$ cat src/rtl/amisc_pkg.sv
package amisc_pkg;

  typedef enum logic [2:0] {
    OP_NONE,
    OP_LOAD,
    OP_AND,
    OP_OR,
    OP_ZERO
  } amisc_op_e;

  // Word address of the direct location for each variant
  function automatic logic [15:0] base_word(input bit clr_variant);
    return clr_variant ? 16'h6080 : 16'h4020;
  endfunction

endpackage

$ cat src/rtl/amisc_decode.sv
module amisc_decode
  import amisc_pkg::*;
#(
  parameter bit CLR_VARIANT = 1'b0,
  parameter int ADDR_W      = 20
) (
  input  logic              req_valid,
  input  logic              req_write,
  input  logic [ADDR_W-1:0] req_addr,
  input  logic [3:0]        req_size,
  output amisc_op_e         wr_op,
  output logic              rd_any,
  output logic              rd_direct,
  output logic              unmapped
);

  localparam int WORD_W = ADDR_W - 3;
  localparam logic [WORD_W-1:0] W_DIRECT = WORD_W'(base_word(CLR_VARIANT));
  localparam logic [WORD_W-1:0] W_MODIFY = W_DIRECT + WORD_W'(1);
  localparam logic [WORD_W-1:0] W_OR     = W_DIRECT + WORD_W'(2);

  logic [WORD_W-1:0] word;
  logic              legal;
  amisc_op_e         modify_op;

  assign word  = req_addr[ADDR_W-1:3];
  assign legal = (req_size == 4'd8) && (req_addr[2:0] == 3'd0);

  generate
    if (CLR_VARIANT) begin : g_clear_alias
      assign modify_op = OP_ZERO;
    end else begin : g_and_alias
      assign modify_op = OP_AND;
    end
  endgenerate

  always_comb begin
    wr_op = OP_NONE;
    if (req_valid && req_write && legal) begin
      if (word == W_DIRECT)      wr_op = OP_LOAD;
      else if (word == W_MODIFY) wr_op = modify_op;
      else if (word == W_OR)     wr_op = OP_OR;
    end
  end

  assign rd_any    = req_valid && !req_write;
  assign rd_direct = rd_any && legal && (word == W_DIRECT);
  assign unmapped  = req_valid && !rd_direct && (wr_op == OP_NONE);

endmodule

$ cat src/rtl/amisc_update.sv
module amisc_update
  import amisc_pkg::*;
#(
  parameter int DATA_W = 64,
  parameter int KEEP_W = 16
) (
  input  amisc_op_e         op,
  input  logic [DATA_W-1:0] cur,
  input  logic [DATA_W-1:0] wdata,
  output logic [DATA_W-1:0] nxt,
  output logic              upd_en
);

  localparam logic [DATA_W-1:0] KEEP_MASK =
    {{KEEP_W{1'b1}}, {(DATA_W-KEEP_W){1'b0}}};

  logic [DATA_W-1:0] raw;

  always_comb begin
    case (op)
      OP_LOAD: raw = wdata;
      OP_AND:  raw = cur & wdata;
      OP_OR:   raw = cur | wdata;
      OP_ZERO: raw = '0;
      default: raw = cur;
    endcase
  end

  assign nxt    = raw & KEEP_MASK;
  assign upd_en = (op != OP_NONE);

endmodule

$ cat src/rtl/amisc_reg.sv
module amisc_reg
  import amisc_pkg::*;
#(
  parameter bit CLR_VARIANT = 1'b0,
  parameter int ADDR_W      = 20,
  parameter int DATA_W      = 64,
  parameter int KEEP_W      = 16
) (
  input  logic              clk,
  input  logic              rst_n,
  input  logic              req_valid,
  input  logic              req_write,
  input  logic [ADDR_W-1:0] req_addr,
  input  logic [3:0]        req_size,
  input  logic [DATA_W-1:0] req_wdata,
  output logic              rsp_valid,
  output logic [DATA_W-1:0] rsp_rdata,
  output logic              irq,
  output logic              unimpl_pulse
);

  localparam int WORD_W = ADDR_W - 3;
  localparam logic [WORD_W-1:0] W_DIRECT = WORD_W'(base_word(CLR_VARIANT));

  amisc_op_e         wr_op;
  logic              rd_any, rd_direct, unmapped, upd_en;
  logic [DATA_W-1:0] misc_q, misc_d;
  logic [DATA_W-1:0] rdata_q, rdata_d;
  logic              rsp_valid_q, unimpl_q;

  amisc_decode #(.CLR_VARIANT(CLR_VARIANT), .ADDR_W(ADDR_W)) u_decode (
    .req_valid (req_valid),
    .req_write (req_write),
    .req_addr  (req_addr),
    .req_size  (req_size),
    .wr_op     (wr_op),
    .rd_any    (rd_any),
    .rd_direct (rd_direct),
    .unmapped  (unmapped)
  );

  amisc_update #(.DATA_W(DATA_W), .KEEP_W(KEEP_W)) u_update (
    .op     (wr_op),
    .cur    (misc_q),
    .wdata  (req_wdata),
    .nxt    (misc_d),
    .upd_en (upd_en)
  );

  always_comb begin
    rdata_d = rd_direct ? misc_q : '0;
  end

  always_ff @(posedge clk or negedge rst_n) begin
    if (!rst_n) begin
      misc_q      <= '0;
      rdata_q     <= '0;
      rsp_valid_q <= 1'b0;
      unimpl_q    <= 1'b0;
    end else begin
      if (upd_en) misc_q <= misc_d;
      rdata_q     <= rdata_d;
      rsp_valid_q <= rd_any;
      unimpl_q    <= unmapped;
    end
  end

  assign rsp_valid    = rsp_valid_q;
  assign rsp_rdata    = rdata_q;
  assign irq          = misc_q[DATA_W-1];
  assign unimpl_pulse = unimpl_q;

  // Port-level view of the request, used by the checks below
  logic [WORD_W-1:0] chk_word;
  logic              chk_legal_wr;
  assign chk_word     = req_addr[ADDR_W-1:3];
  assign chk_legal_wr = req_valid && req_write && (req_size == 4'd8) &&
                        (req_addr[2:0] == 3'd0);

  a_r3_low_bits_zero: assert property (@(posedge clk) disable iff (!rst_n)
    rsp_valid |-> (rsp_rdata[DATA_W-KEEP_W-1:0] == '0));

  a_r4_or_sets_irq: assert property (@(posedge clk) disable iff (!rst_n)
    (chk_legal_wr && chk_word == W_DIRECT + WORD_W'(2) && req_wdata[DATA_W-1])
    |=> irq);

  a_r8_read_response: assert property (@(posedge clk) disable iff (!rst_n)
    (req_valid && !req_write) |=> rsp_valid);

  a_r9_write_no_response: assert property (@(posedge clk) disable iff (!rst_n)
    (req_valid && req_write) |=> !rsp_valid);

  a_r10_idle_stable: assert property (@(posedge clk) disable iff (!rst_n)
    !req_valid |=> ($stable(misc_q) && !unimpl_pulse && !rsp_valid));

  generate
    if (CLR_VARIANT) begin : g_clear_check
      a_r6_clear_zero: assert property (@(posedge clk) disable iff (!rst_n)
        (chk_legal_wr && chk_word == W_DIRECT + WORD_W'(1)) |=>
        (misc_q == '0 && !irq));
    end
  endgenerate

endmodule

$ cat config.mk
export PLATFORM = sky130hd
export DESIGN_NAME = amisc_reg
export DESIGN_NICKNAME = d
export VERILOG_FILES = /design/src/rtl/amisc_pkg.sv /design/src/rtl/amisc_decode.sv /design/src/rtl/amisc_update.sv /design/src/rtl/amisc_reg.sv
export SDC_FILE = /design/constraint.sdc
export NUM_CORES = 1
export LEC_CHECK = 0
export BUFFER_PORTS_ARGS = -buffer_cell sky130_fd_sc_hd__buf_4
export CAP_MARGIN = 20
export CORE_MARGIN = 3
export CORE_UTILIZATION = 35
export DETAILED_ROUTE_END_ITERATION = 10
export PLACE_DENSITY = 0.56
export SETUP_SLACK_MARGIN = 0.02
export SLEW_MARGIN = 20
export SYNTH_ARGS = -nofsm -noshare
export SYNTH_HDL_FRONTEND = slang
export SYNTH_HIERARCHICAL = 1
export SYNTH_SLANG_ARGS = --single-unit
$ cat constraint.sdc
create_clock -name clk -period 1.7 [get_ports clk]
set_clock_uncertainty 0.1 [all_clocks]
set_input_delay 0.34 -clock clk [delete_from_list [all_inputs] [get_ports clk]]
set_output_delay 0.34 -clock clk [all_outputs]
set_load 0.03 [all_outputs]
# Word level (Yosys, flattened, before mapping)
# Cells that the tools add are included.
[classes] n_addsub=0 mul=0 div_mod_pow=0 n_lt_le_gt_ge=0 eq_ne=8 shifts=0 n_mux=6 bitwise_logic=2 reduce_logical=15
[op_table] operator="64-bit case mux with 4 select lines" n=1
[op_table] operator="64-bit bitwise AND" n=1
[op_table] operator="64-bit two-way mux" n=1
[op_table] operator="64-bit bitwise OR" n=1
[op_table] operator="17-bit by 15-bit == test with 1-bit output (second input constant)" n=3
[op_table] operator="3-bit two-way mux" n=3
[op_table] operator="1-bit logical AND" n=8
[op_table] operator="3-bit by 2-bit == test with 1-bit output (second input constant)" n=2
[op_table] operator="3-bit logical NOT" n=2
[op_table] operator="4-bit == test (second input constant)" n=1
[op_table] operator="4-bit nonzero test" n=1
[op_table] operator="3-bit by 1-bit == test with 1-bit output (second input constant)" n=1
[op_table] operator="3-bit == test (second input constant)" n=1
[op_table] operator="3-bit nonzero test" n=1
[op_table] operator="1-bit logical NOT" n=2
[op_table] operator="2-bit two-way mux" n=1
[op_table] operator="2-bit AND reduction" n=1
[totals] reg_bits=82 latch_bits=0 ram_bits=0 romBits=0 input_bits=92 out_inout_bits=67 memories=0

# Longest topological paths before layout
[depth] word_depth=8 ltp_mapped=10 ltp_nobuf=7

# By module
# The synthesis kept the hierarchy.
[by_module_without_submodules] module="amisc_reg" instances=1 cells_per_inst=271 area_per_inst_um2=4753.3 seq_area_each_um2=3253.1
[by_module_without_submodules] module="amisc_update" instances=1 cells_per_inst=123 area_per_inst_um2=920.9 seq_area_each_um2=0.0
[by_module_without_submodules] module="amisc_decode" instances=1 cells_per_inst=21 area_per_inst_um2=157.7 seq_area_each_um2=0.0

# Worst setup path after synthesis
# OpenSTA, ideal clock, no wires.
[synth_timing] kind="input-to-reg" startpoint="in req_addr[18]" endpoint="reg misc_q[59]" setup_ns=0.125 arrival_time_ns=1.927 required_ns=1.475 slack_ns=-0.452 path_stages=9 cell_sequence="nor4b_2 nand4_1 nor3_1 buf_6 xnor2_1 nor2_2 buf_6 a211oi_2 mux2_4"
[synth_between] word_cells_on_any_way=15 cone_classes="7 x eq/ne; 5 x mux; 3 x reduce/logical"
[synth_lines] item="start: declaration" line_no="amisc_reg.sv:13" rtl="input logic [ADDR_W-1:0] req_addr,"
[synth_lines] item="17-bit by 15-bit == test with 1-bit output" line_no="amisc_decode.sv:42" rtl="else if (word == W_OR) wr_op = OP_OR;"
[synth_lines] item="2-bit two-way mux" line_no="amisc_decode.sv:42"
[synth_lines] item="3-bit two-way mux" line_no="amisc_decode.sv:41" rtl="else if (word == W_MODIFY) wr_op = modify_op;"
[synth_lines] item="3-bit two-way mux (*)" line_no="amisc_decode.sv:40" rtl="if (word == W_DIRECT) wr_op = OP_LOAD;"
[synth_lines] item="3-bit two-way mux (*)" line_no="amisc_decode.sv:39" rtl="if (req_valid && req_write && legal) begin"
[synth_lines] item="named net wr_op[0]" line_no="amisc_reg.sv:25" rtl="amisc_op_e wr_op;"
[synth_lines] item="3-bit == test, or another cell as far along" line_no="amisc_update.sv:20" rtl="case (op)"
[synth_lines] item="64-bit case mux with 4 select lines (*)" line_no="amisc_update.sv:20"
[synth_lines] item="named net misc_d[59]" line_no="amisc_reg.sv:27" rtl="logic [DATA_W-1:0] misc_q, misc_d;"
[synth_lines] item="end signal: assignment" line_no="amisc_reg.sv:61" rtl="if (upd_en) misc_q <= misc_d;"
[synth_lines] item="end: declaration" line_no="amisc_reg.sv:27"
# The timed path passes the listed nets; every way through them passes the cells marked *.
# A chain may end at the register's enable or synchronous reset.

==> metrics.yaml <==
detailed_routing:
  wl_per_cell_um: 13.2
  ant_nets: 0
  drc: 0
  avgViaCountPerCell: 4.11
  num_vias: 3232
  dr.pass1.iters: 4
  drt_iter0_markers: 91
  routed_wirelength_mm: 10.4
worst_setup_path:
  max_stage_delay_ns: 0.29
  r2r_cells: 3
  cp_slowest_cell: "bufbuf_16"
  reg2reg_to: "misc_q[50]"
  worst_setup_path_start_kind: "primary input"
  cp_top_family: "simple AND/OR/NAND/NOR gates"
  path_max_fanout: 7
  path_cells: "buf_6 -> nor4_4 -> nand4_1 -> buf_6 -> nor3_4 -> or3_4 -> bufbuf_16 -> mux2_4"
  crit_required_ns: 1.90
  end_kind: "register"
  rrSetupSlack_ns: 0.57
  criticalPathCategory: "primary input to register"
  cp.arrival_ns: 1.99
  path_buf_inv: 3
  cpMostUsedCell: "buf_6"
  r2r_start: "misc_q[50]"
final_layout:
  mostFrequentLayoutCells: "130 x dfrtp_1, 123 x buf_4, 64 x and2_1, 61 x mux2_4, 49 x conb_1"
  area_growth_pct: 31.8
  layout-drive-gt1-share_pct: 48.1
  post-route-util_pct: 47.7
  num-fill-cells: 1476
  layout.nets: 649
  layout_commonest_cell: "dfrtp_1"
  diodes: 0
clock_network:
  numClockSinks: 130
  ctsRootBufferMaster: "clkbuf_16"
  clock_path_buffers: 2
  cts_tree: "done"
  clkSlewWorstSetupHoldPaths_ns: 0.06
  cts.htree.levels: 4
  clock_latency_ns: 0.41
  numCtsBuffers: 17
power_and_ir_drop:
  power_density_nw_per_um2: 974
  power.share.combinational_pct: 7.4
  swShare_pct: 21.6
  sequentialPowerShare_pct: 43.8
  leakagePower_nw: 3.91
  p_int_mw: 5.87
  p_sw_mw: 1.62
  vdd_drop_max_v: 0.000621
  power_frac_clock_pct: 48.8
sta:
  relSlewSlack_pct: 49.3
  finalCritPeriodShare_pct: 106
  hold-worst-slack_ns: 0.109
  min_period_ns: 1.80
  setup_violations: 64
  worst_slack_ns: -0.0987
  hold_violations: 0
  slew_violations: 0
  worst_pin_slew_ns: 0.761
  fmax_ghz: 0.556
  rsz0062_at_grt: "true"
synth:
  synth_edf_count: 0
  synthArstFlopShare_pct: 100
  syn_inst: 415
  synthesis.area_um2: 5830
  ys_seq_elements: 130
  ys_types: 34
  ys_seq_area_share_pct: 55.8
  yosysWarnings: 6
  synthFlopType: "dfrtp_1"
  syn_avg_cell_area_um2: 14.1
grt:
  overflow: 0
  grt_pass1_wl_mm: 17.5
  grt_max_degree: 45
  grt_pass1_vias: 3495
  antenna_found_initial: 0
  grt_usage_pct: 12.3
outcome:
  status: "finished, violations left"
  violations: "setup timing"
placement:
  place_ws_ns: -0.594
  portBuffers: 110
  globalplace.congestion: 0.709
  dp.final_hpwl_mm: 6.99
min_path:
  hold_start: "req_write"
  holdPathStages: 3
  hold-path-endpoint: "rsp_valid"
  hp-class: "primary input to register"
floorplanning:
  core-area_um2: 16100
  die_area_um2: 18200
  ios: 159
  die_h_um: 135
  rows: 46
  initial_core_util_pct: 36.2
  dieWidth_um: 135
job:
  cap_violations: 0
Yosys cell counts, drive strengths merged (2+ instances only):
cell    instances  area [um^2]
dfrtp         130         3250
and2           64          400
mux2           64          946
buf            60          553
inv            17         63.8
a211oi         16          170
a21boi         16          158
a21oi          16         80.1
clkbuf          8         30.0
nor2            3         13.8
nor4            3         31.3
conb            2         7.51
nor3            2         10.0
layout make-up:
type / count / area, um^2 / share of cell area (%)
Clock inverter: 11 / 128 / 1.66
Sequential cell: 130 / 3250 / 42.3
Timing Repair Buffer: 144 / 1280 / 16.6
Tap cell: 216 / 270 / 3.52
Multi-Input combinational cell: 247 / 2210 / 28.8
Clock buffer: 21 / 480 / 6.25
Inverter: 17 / 63.8 / 0.830
stage by stage:
stage               area, um^2  power [mW]  setup TNS [ns]  cells
finish                    7680        7.49           -4.25    786
global placement          6810        3.82          -45.85    742
CTS                       7610        7.58           -2.42    783
detailed placement        6810        3.84          -49.01    742
global route              7680        7.79           -7.57    786
floorplan                 6050        3.71          -21.31    462
tightest hold or removal path, stage by stage:
cell     delay (ns)
buf_4          0.09
buf_4          0.10
nor2b_1        0.04
kinds of logic (layout without fill, tap and decap cells):
| logic type | Yosys count | after routing | share of synthesized area, % |
|---|---|---|---|
| flip-flops | 130 | 130 | 55.8 |
| other | 2 | 49 | 0.129 |
| AND/OR/NAND/NOR | 82 | 82 | 9.16 |
| adder cells (fa/ha/maj) | 1 | 1 | 0.172 |
| AO/OA/AOI/OAI | 49 | 49 | 7.14 |
| buffers and inverters | 85 | 193 | 11.1 |
| multiplexers | 64 | 64 | 16.2 |
| XOR/XNOR | 2 | 2 | 0.300 |
how the worst max path moves through the flow:
stage                      start          to  slack [ns]  cells after the start
floorplan           req_addr[10]  misc_q[10]       -0.34                      8
global placement    req_addr[19]  misc_q[18]       -0.55                      7
detailed placement   req_addr[1]   misc_q[4]       -0.59                      7
CTS                 req_addr[19]  misc_q[28]       -0.07                      9
global route        req_addr[19]  misc_q[30]       -0.14                      9
finish              req_addr[19]   misc_q[6]        -0.1                      8
repair_timing:
item / 4_1_cts / 5_1_grt
buffers inserted: 5 / 2
pin swaps: 2 / 2
gates resized for setup: 12 / 9
hold endpoints to repair: 60 / 0
endpoints found under the setup margin: 64 / 64
hold buffers: 1 / 0
gates cloned: 3 / 1
state kept, by name, summed over array words and instances, names as in the netlist:
signal        cells
rsp_valid         1
rsp_rdata        64
unimpl_pulse      1
misc_q           64
per-layer routing:
layer,vias to the layer above,global-route usage [%],routed length [um]
met4,0,4.42,133
li1,1575,-,-
met5,-,0,0
met3,9,5.10,625
met2,86,19.7,5180
met1,1562,14.8,4440
power by group through the flow:
stage,clock network [mW],registers (mW),logic (mW)
after global placement,0,3.33,0.496
after global routing,3.88,3.29,0.612
final,3.65,3.28,0.557
after floorplan,0,3.31,0.397
after CTS,3.75,3.28,0.554
after detailed placement,0,3.33,0.508
No activity file was read; power rests on OpenSTA's default activity.
